## config.mk

```make
export PLATFORM = sky130hd
export DESIGN_NAME = pcbk_bank
export DESIGN_NICKNAME = d
export VERILOG_FILES = /design/src/rtl/pcbk_bank.sv
export SDC_FILE = /design/constraint.sdc
export NUM_CORES = 1
export LEC_CHECK = 0
export BUFFER_PORTS_ARGS = -buffer_cell sky130_fd_sc_hd__buf_2
export CAP_MARGIN = 40
export CELL_PAD_IN_SITES_DETAIL_PLACEMENT = 0
export CELL_PAD_IN_SITES_GLOBAL_PLACEMENT = 1
export CORE_MARGIN = 2
export CORE_UTILIZATION = 30
export DETAILED_ROUTE_END_ITERATION = 10
export PLACE_DENSITY_LB_ADDON = 0.1
export SLEW_MARGIN = 20
export SYNTH_ARGS = -nofsm -noshare
export SYNTH_HDL_FRONTEND = slang
export SYNTH_SLANG_ARGS = --single-unit
```

## constraint.sdc

```tcl
create_clock -name clk -period 3.1 [get_ports clk]
set_clock_uncertainty 0.15 [all_clocks]
set_input_delay 0.62 -clock clk [delete_from_list [all_inputs] [get_ports clk]]
set_output_delay 0.62 -clock clk [all_outputs]
set_load 0.01 [all_outputs]
```

## src/rtl/pcbk_bank.sv

```systemverilog
module pcbk_bank #(
  parameter int AW = 32,
  parameter logic [4:0] IDX_PRI = 5'h08,
  parameter logic [4:0] IDX_MSK = 5'h09,
  parameter logic [4:0] IDX_S1  = 5'h18,
  parameter logic [4:0] IDX_S2  = 5'h1A,
  parameter logic [4:0] IDX_S3  = 5'h1B
) (
  input  logic          clk,
  input  logic          rst_n,
  input  logic          wr_en,
  input  logic [4:0]    wr_idx,
  input  logic [AW-1:0] wr_data,
  input  logic [AW-1:0] pc,
  input  logic          pc_vld,
  input  logic [3:0]    cmp_en,
  output logic [3:0]    hit,
  output logic          any_hit
);
  localparam int NSEC = 3;

  logic [AW-1:1] pri_q;
  logic [AW-1:1] msk_q;
  logic [AW-1:1] sec_q [NSEC];
  logic [NSEC-1:0] sec_v;
  logic [NSEC-1:0] sec_sel;
  logic [3:0] match;

  logic unused_bits;
  assign unused_bits = pc[0];

  assign sec_sel[0] = wr_en && wr_idx == IDX_S1;
  assign sec_sel[1] = wr_en && wr_idx == IDX_S2;
  assign sec_sel[2] = wr_en && wr_idx == IDX_S3;

  always_ff @(posedge clk or negedge rst_n) begin
    if (!rst_n) begin
      pri_q <= '0;
      msk_q <= '0;
    end else if (wr_en) begin
      if (wr_idx == IDX_PRI) pri_q <= wr_data[AW-1:1];
      if (wr_idx == IDX_MSK) msk_q <= wr_data[AW-1:1];
    end
  end

  assign match[0] = ~|((pc[AW-1:1] ^ pri_q) & ~msk_q);

  for (genvar i = 0; i < NSEC; i++) begin : g_sec
    always_ff @(posedge clk or negedge rst_n) begin
      if (!rst_n) begin
        sec_q[i] <= '0;
        sec_v[i] <= 1'b0;
      end else if (sec_sel[i]) begin
        sec_q[i] <= wr_data[AW-1:1];
        sec_v[i] <= wr_data[0];
      end
    end
    assign match[i+1] = sec_v[i] && (pc[AW-1:1] == sec_q[i]);
  end

  always_ff @(posedge clk or negedge rst_n) begin
    if (!rst_n) hit <= '0;
    else        hit <= pc_vld ? (match & cmp_en) : 4'b0;
  end

  assign any_hit = |hit;
endmodule


```

Word-level counts from Yosys, hierarchy flattened. Index checks and enable logic that the tools add are counted. W data, S select, Z words.

Register bits: 162. Bits in latches: 0. Memory bits (writable): 0. Bits in read-only memories: 0. Input port bits: 77. Word-level logic and storage cells: 33. Memories kept: 0.

$add $sub $neg: 0. Multiply operators: 0. Div/mod/pow operators: 0. Order comparisons: 0. Eq/ne operators: 8. Shift operators: 0. Multiplexer cells: 1. Bitwise gates (word level): 4. Reductions and logical operators: 11.

Operators with widths (number): $eq A31 B31 Y1 (3); $and A31 B31 Y31 (1); $not A31 Y31 (1); $reduce_or A31 Y1 (1); $xor A31 B31 Y31 (1); $eq A5 B5 Y1 const B (3); $eq A5 B4 Y1 const B (2); $logic_and A1 B1 Y1 (6); $and A4 B4 Y4 (1); $mux W4 (1); $reduce_and A2 Y1 (2); $reduce_or A4 Y1 (1); $logic_not A1 Y1 (1).

Longest topological paths before layout. Gate-level depths: netlist (run 1).

Word-level depth: 6. Gate-level depth with buffers: 6.

Worst setup path before layout (run 1). Ideal clock, no wire load.

Path type: input to register. From: input port wr_idx[2]. To: register sec_q[0] (netlist name). Setup time: 0.125 ns. Data arrival time: 1.788 ns. Required time: 2.825 ns. Path slack: 1.037 ns. Cell stages on the path: 4. Path through: nand3b_1 -> nor3_1 -> buf_2 -> mux2_2.

Word-level cells in the longest chain between the ends: 2.

RTL lines: start: declaration (RTL line 12) `input logic [4:0] wr_idx,`; $eq A5 B5 Y1 (RTL line 34) `assign sec_sel[2] = wr_en && wr_idx == IDX_S3;`; $logic_and A1 B1 Y1 (RTL line 34); end signal: indexed assignment (RTL line 54) `sec_q[i] <= wr_data[AW-1:1];`; end: declaration (RTL line 24) `logic [AW-1:1] sec_q [NSEC];`.

No other way between the ends. A chain may end at the register's enable or synchronous reset.

Final worst setup path (run 1).
From: register hit[1]. To: output port any_hit.

Word-level cells in the longest chain between the ends: 1.

RTL lines: start: declaration (RTL line 17) `output logic [3:0] hit,`; start signal: assignment (RTL line 63) `else hit <= pc_vld ? (match & cmp_en) : 4'b0;`; $reduce_or A4 Y1 (RTL line 66) `assign any_hit = |hit;`; end: declaration (RTL line 18) `output logic any_hit`.

No other way between the ends.

==> impl_metrics.env, run 1 <==
export IMPL_outcome="complete, no violations"
export IMPL_max_freq_mhz=423
export IMPL_synth_area_per_cell_um2=14.0
export IMPL_viasPerCell=4.69
export IMPL_layout_drive_gt1_share=0.438
export IMPL_drt_initial_drc_count=195
export IMPL_fin_nets=698
export IMPL_n_antenna_cell=0
export IMPL_relSlewSlack=0.502
export IMPL_worst_slew_pin_slew_ns=0.740
export IMPL_end_kind="primary output"
export IMPL_crit_start="hit[1]"
export IMPL_rows=57
export IMPL_rsz0062_at_grt="false"
export IMPL_io_buffers=80
export IMPL_final_common_cell="dfrtp_1"
export IMPL_grt_pass1_vias=4921
export IMPL_setup_violations_final=0
export IMPL_firstDrtPassIters=4
export IMPL_cts_tree="done"
export IMPL_fin_crit_sh=0.763
export IMPL_reg2reg_from="pri_q[26]"
export IMPL_route_detailed_wl_per_inst_um=21.2
export IMPL_fin_crit_ns=2.37
export IMPL_post_synth_top_area_cell="dfrtp_1"
export IMPL_ys_seq_area_frac=0.545
export IMPL_post_dp_hpwl_mm=14.7
export IMPL_hold_class="input port to asynchronous set/reset pin"
export IMPL_cts_buffer_depth=2
export IMPL_ys_warnings_count=0
export IMPL_mostFrequentLayoutCells="dfrtp_1, mux2_2, buf_2"
export IMPL_ant_nets=0
export IMPL_cp_start_kind="flip-flop"
export IMPL_wl_mm=20.3
export IMPL_cts_root_buf="clkbuf_16"
export IMPL_vias=4490
export IMPL_cts_sinks=162
export IMPL_irDropWorstVdd_uv=315
export IMPL_worstPathRequired_ns=2.33
export IMPL_dp_slack_ns=0.763
export IMPL_cts_clk_slew_worst_paths_ns=0.06
export IMPL_syn_inst=533
export IMPL_maxCapViolCount=0
export IMPL_initial_core_util=0.306
export IMPL_hold_buffers=0
export IMPL_ys_seq_elements=162
export IMPL_ios=82
export IMPL_synthTopCellsByArea="dfrtp_1, mux2_2, xnor2_1"
export IMPL_postCtsResizedCells=0
export IMPL_overflow=0
export IMPL_cts_buffers=17
export IMPL_die_area_um2=26100
export IMPL_syn_area_um2=7440
export IMPL_hold_violations=0
export IMPL_finalSetupTns_ns=0
export IMPL_syn_nets=610
export IMPL_grt_max_degree=60
export IMPL_die_h_um=161
export IMPL_antenna_found_initial=0
export IMPL_globalplace_congestion=0.767
export IMPL_cp_arrival_ns=1.60
export IMPL_fin_ws_ns=0.734
export IMPL_drc=0
export IMPL_p_per_area_nw_per_um2=686
export IMPL_drv_slew=0
export IMPL_syn_to_final_growth_pct=19.0
export IMPL_grt_pass1_wl_mm=30.7
export IMPL_synth_top_area_share=0.545
export IMPL_die_w_um=161
export IMPL_final_util=0.364
export IMPL_core_region_area_um2=24300
export IMPL_path_max_fanout=2
export IMPL_critPathKind="flip-flop to primary output"
export IMPL_yosysUniqueCellTypes=20
export IMPL_power_leakage_nw=3.96
export IMPL_cts_setup_buffers=0
export IMPL_htree_levels=4
export IMPL_grtUsageTotal=0.163
export IMPL_clk_insertion_delay_late_ns=0.44
==> kinds of logic (layout without fill, tap and decap cells) <==
logic type             Yosys count  count (layout)  share of synthesized area
XOR/XNOR                       124             124                      0.146
AND/OR/NAND/NOR                 53              53                     0.0415
buffers and inverters           20             121                     0.0150
multiplexers                   158             158                      0.239
AO/OA/AOI/OAI                   16              16                     0.0136
flip-flops                     162             162                      0.545
==> power by group <==
part	leakage (nW)	switching [mW]	total [mW]	internal [mW]
combinational	1.59	0.515	1.10	0.588
sequential	2.08	0.255	2.77	2.52
clock	0.290	0.879	2.19	1.31
==> synthesized netlist by cell type <==
cell type and number:
nand3_1 1, nor4_1 16, clkbuf_8 1, clkbuf_1 6, dfrtp_1 162, nand2_1 2, buf_6 2, buf_1 1
xnor2_1 70, nand3b_1 2, inv_1 1, nor3_1 2, xor2_1 54, or4_1 5, o22ai_1 15, o211ai_1 1
nor2_1 9, buf_2 9, mux2_2 158, nand4_1 16
==> final cells by class <==
class,count,area (µm²)
fillers,2413,15500
inverters,1,3.75
flip-flops and latches,162,4050
multi-input cells,351,3290
well taps,324,405
repair buffers,88,492
clock buffers,21,460
clock inverters,11,153
==> path summary, 6_finish.rpt <==
kind / cells past startpoint / end / slack, ns
max: 2 / any_hit / 0.73
min: 1 / sec_q[41] / 0.004
max in group asynchronous: 2 / msk_q[26] / 2.04
max reg2reg: 5 / hit[0] / 1.18
min in group clk: 2 / msk_q[18] / 0.32
min reg2reg: 1 / msk_q[30] / 0.36
==> registers in the layout, indices dropped and copies added, names as in the netlist <==
signal	count
hit	4
msk_q	31
pri_q	31
sec_q	93
sec_v	3
==> critical path: stages (launching register included) <==
cell and delay (ns):
dfrtp_1 0.41, or4_1 0.59, buf_2 0.17
==> through the flow <==
stage | area, µm² | hold slack, ns | power, mW | std cells
after detailed placement | 8240 | 0.346 | 3.94 | 926
after floorplan | 7440 | 0.174 | 3.47 | 533
final | 8850 | 0.00449 | 6.07 | 958
after global routing | 8850 | 0.0407 | 6.37 | 958
after global placement | 8240 | 0.338 | 3.89 | 926
after CTS | 8850 | 0.0233 | 6.16 | 958
==> layer usage <==
metal	vias to the layer above	part of all wire	wire length [µm]	track usage
li1	2071	-	-	-
met1	2315	0.47	9450	0.223
met2	84	0.48	9800	0.263
met3	20	0.039	786	0.0300
met4	0	0.012	236	0.0499
met5	-	0	0	0
(Power assumes the default switching activity.)
==> run 2: changes to the inputs <==
==> constraint.sdc (replaced) <==
create_clock -name clk -period 2.15 [get_ports clk]
set_clock_uncertainty 0.15 [all_clocks]
set_input_delay 0.43 -clock clk [delete_from_list [all_inputs] [get_ports clk]]
set_output_delay 0.43 -clock clk [all_outputs]
set_load 0.01 [all_outputs]
==> run 2 against run 1 <==
Register-to-register slack worse by 0.87 ns. Sequential power increased by 44%. Core utilization is 0.29 points higher. Combinational power rose by 46%. Sequential cell count unchanged. Critical endpoint unchanged. Largest power group unchanged.
==> impl_metrics.env, run 2 (synthesis gave the netlist of run 1 again) <==
export IMPL_multi_input_area_um2=3290
export IMPL_switching_share=0.276
export IMPL_final_area_um2=8920
export IMPL_grt_pass1_vias=4903
export IMPL_cts_root_buf="clkbuf_16"
export IMPL_p_per_area_nw_per_um2=957
export IMPL_fin_crit_sh=0.975
export IMPL_power_switching_mw=2.36
export IMPL_crit_family="simple AND/OR/NAND/NOR gates"
export IMPL_end_kind="primary output"
export IMPL_fillers=2374
export IMPL_firstDrtPassIters=4
export IMPL_mostFrequentLayoutCells="dfrtp_1, mux2_2, buf_2"
export IMPL_hold_class="input port to flip-flop"
export IMPL_place_area_um2=8330
export IMPL_fin_crit_ns=2.10
export IMPL_final_common_cell="dfrtp_1"
export IMPL_p_clk_frac=0.343
export IMPL_wl_mm=20.1
export IMPL_grt_pass1_wl_mm=30.6
export IMPL_vias=4513
export IMPL_clk_insertion_delay_late_ns=0.42
export IMPL_die_h_um=161
export IMPL_htree_levels=4
export IMPL_post_dp_hpwl_mm=14.8
export IMPL_cp_num_cells=2
export IMPL_drc=0
export IMPL_regMostFlops="sec_q"
export IMPL_cts_clk_slew_worst_paths_ns=0.06
export IMPL_p_int_mw=6.18
export IMPL_route_met3_wl_um=780
export IMPL_ant_nets=0
export IMPL_rsz0062_at_grt="false"
export IMPL_power_total_mw=8.54
export IMPL_r2r_cells=4
export IMPL_whs_path_depth=2
export IMPL_initial_core_util=0.306
export IMPL_layout_drive_gt1_share=0.446
export IMPL_cts_buffers=17
export IMPL_met1_length_mm=9.70
export IMPL_slowest_delay_ns=0.53
export IMPL_die_w_um=161
export IMPL_core_region_area_um2=24300
export IMPL_hold_violations=0
export IMPL_setup_violations_final=0
export IMPL_fin_nets=705
export IMPL_rows=57
export IMPL_regArea_um2=4050
export IMPL_die_area_um2=26100
export IMPL_cp_start_kind="flip-flop"
export IMPL_cts_tree="done"
export IMPL_finalSetupTns_ns=0
export IMPL_power_leakage_nw=3.99
export IMPL_critPathKind="flip-flop to primary output"
export IMPL_reg_top3="sec_q x93, msk_q x31, pri_q x31"
export IMPL_seq_power_share=0.468
export IMPL_syn_to_final_growth_pct=19.9
export IMPL_comb_power_share=0.189
export IMPL_crit_chain="or4_4 -> buf_2"
export IMPL_cts_buffer_depth=2
export IMPL_drv_slew=0
export IMPL_critPathSlowestCell="or4_4"
export IMPL_n_antenna_cell=0
export IMPL_worstPathRequired_ns=1.57
export IMPL_relSlewSlack=0.645
export IMPL_wl_met2_mm=9.50
export IMPL_outcome="complete, no violations"
export IMPL_grtUsageTotal=0.162
export IMPL_largest_register_ffs=93
export IMPL_route_detailed_wl_per_inst_um=20.8
export IMPL_irDropWorstVdd_uv=418
export IMPL_overflow=0
export IMPL_io_buffers=80
export IMPL_path_buf_inv=1
export IMPL_routed_top_layer="met4"
export IMPL_drt_initial_drc_count=169
export IMPL_path_max_fanout=2
export IMPL_final_util=0.367
export IMPL_viasPerCell=4.68
export IMPL_max_freq_mhz=477
export IMPL_antenna_found_initial=0
export IMPL_cp_arrival_ns=1.52
export IMPL_grt_max_degree=60
export IMPL_ios=82
export IMPL_maxCapViolCount=0
export IMPL_globalplace_congestion=0.783
export IMPL_cts_sinks=162
export IMPL_worst_slew_pin_slew_ns=0.527
==> run 2: stage by stage <==
stage / setup WS, ns / cells / hold slack, ns
after floorplan: 0.277 / 533 / -0.0156
after global placement: 0.105 / 931 / 0.171
after detailed placement: 0.101 / 931 / 0.173
after CTS: 0.00636 / 964 / 0.133
after global routing: 0.0107 / 965 / 0.150
final: 0.0545 / 965 / 0.150
==> run 2: path summary, 6_finish.rpt <==
| check | end | slack, ns | from |
|---|---|---|---|
| worst max-delay path | any_hit | 0.05 | hit[0] |
| worst min-delay path | msk_q[4] | 0.15 | wr_data[4] |
| worst max register to register | hit[2] | 0.31 | sec_q[38] |
| worst min register to register | msk_q[21] | 0.36 | msk_q[21] |
| max in group asynchronous | sec_q[39] | 0.85 | rst_n |
| min in group asynchronous | sec_q[72] | 0.29 | rst_n |
==> run 2: layer usage <==
metal / GRT usage / vias up
met5: 0 / -
met4: 0.0329 / 0
met3: 0.0293 / 9
met2: 0.259 / 97
met1: 0.230 / 2333
li1: - / 2074
==> run 2: final cells by class <==
| class | count | area share |
|---|---|---|
| sequential | 162 | 0.454 |
| timing repair buffer | 95 | 0.0669 |
| clock inverter | 11 | 0.0118 |
| clock buffer | 21 | 0.0527 |
| inverter | 1 | 0.000421 |
| tap | 324 | 0.0454 |
| multi-input combinational | 351 | 0.369 |
==> run 2: power groups by stage <==
stage | sequential [mW] | clock, mW | combinational [mW]
5_1_grt | 4.07 | 3.16 | 1.76
2_1_floorplan | 3.96 | 0 | 1.04
6_report | 4.00 | 2.93 | 1.61
4_1_cts | 4.00 | 3.03 | 1.66
3_5_place_dp | 4.05 | 0 | 1.65
3_3_place_gp | 4.02 | 0 | 1.61
==> run 2: timing repair <==
action                                  CTS  global route
pin swaps                                 0             0
resized for setup                         1             0
hold endpoints to repair                 23             0
hold buffers                              1             0
endpoints found under the setup margin    1             1
setup buffers                             0             1
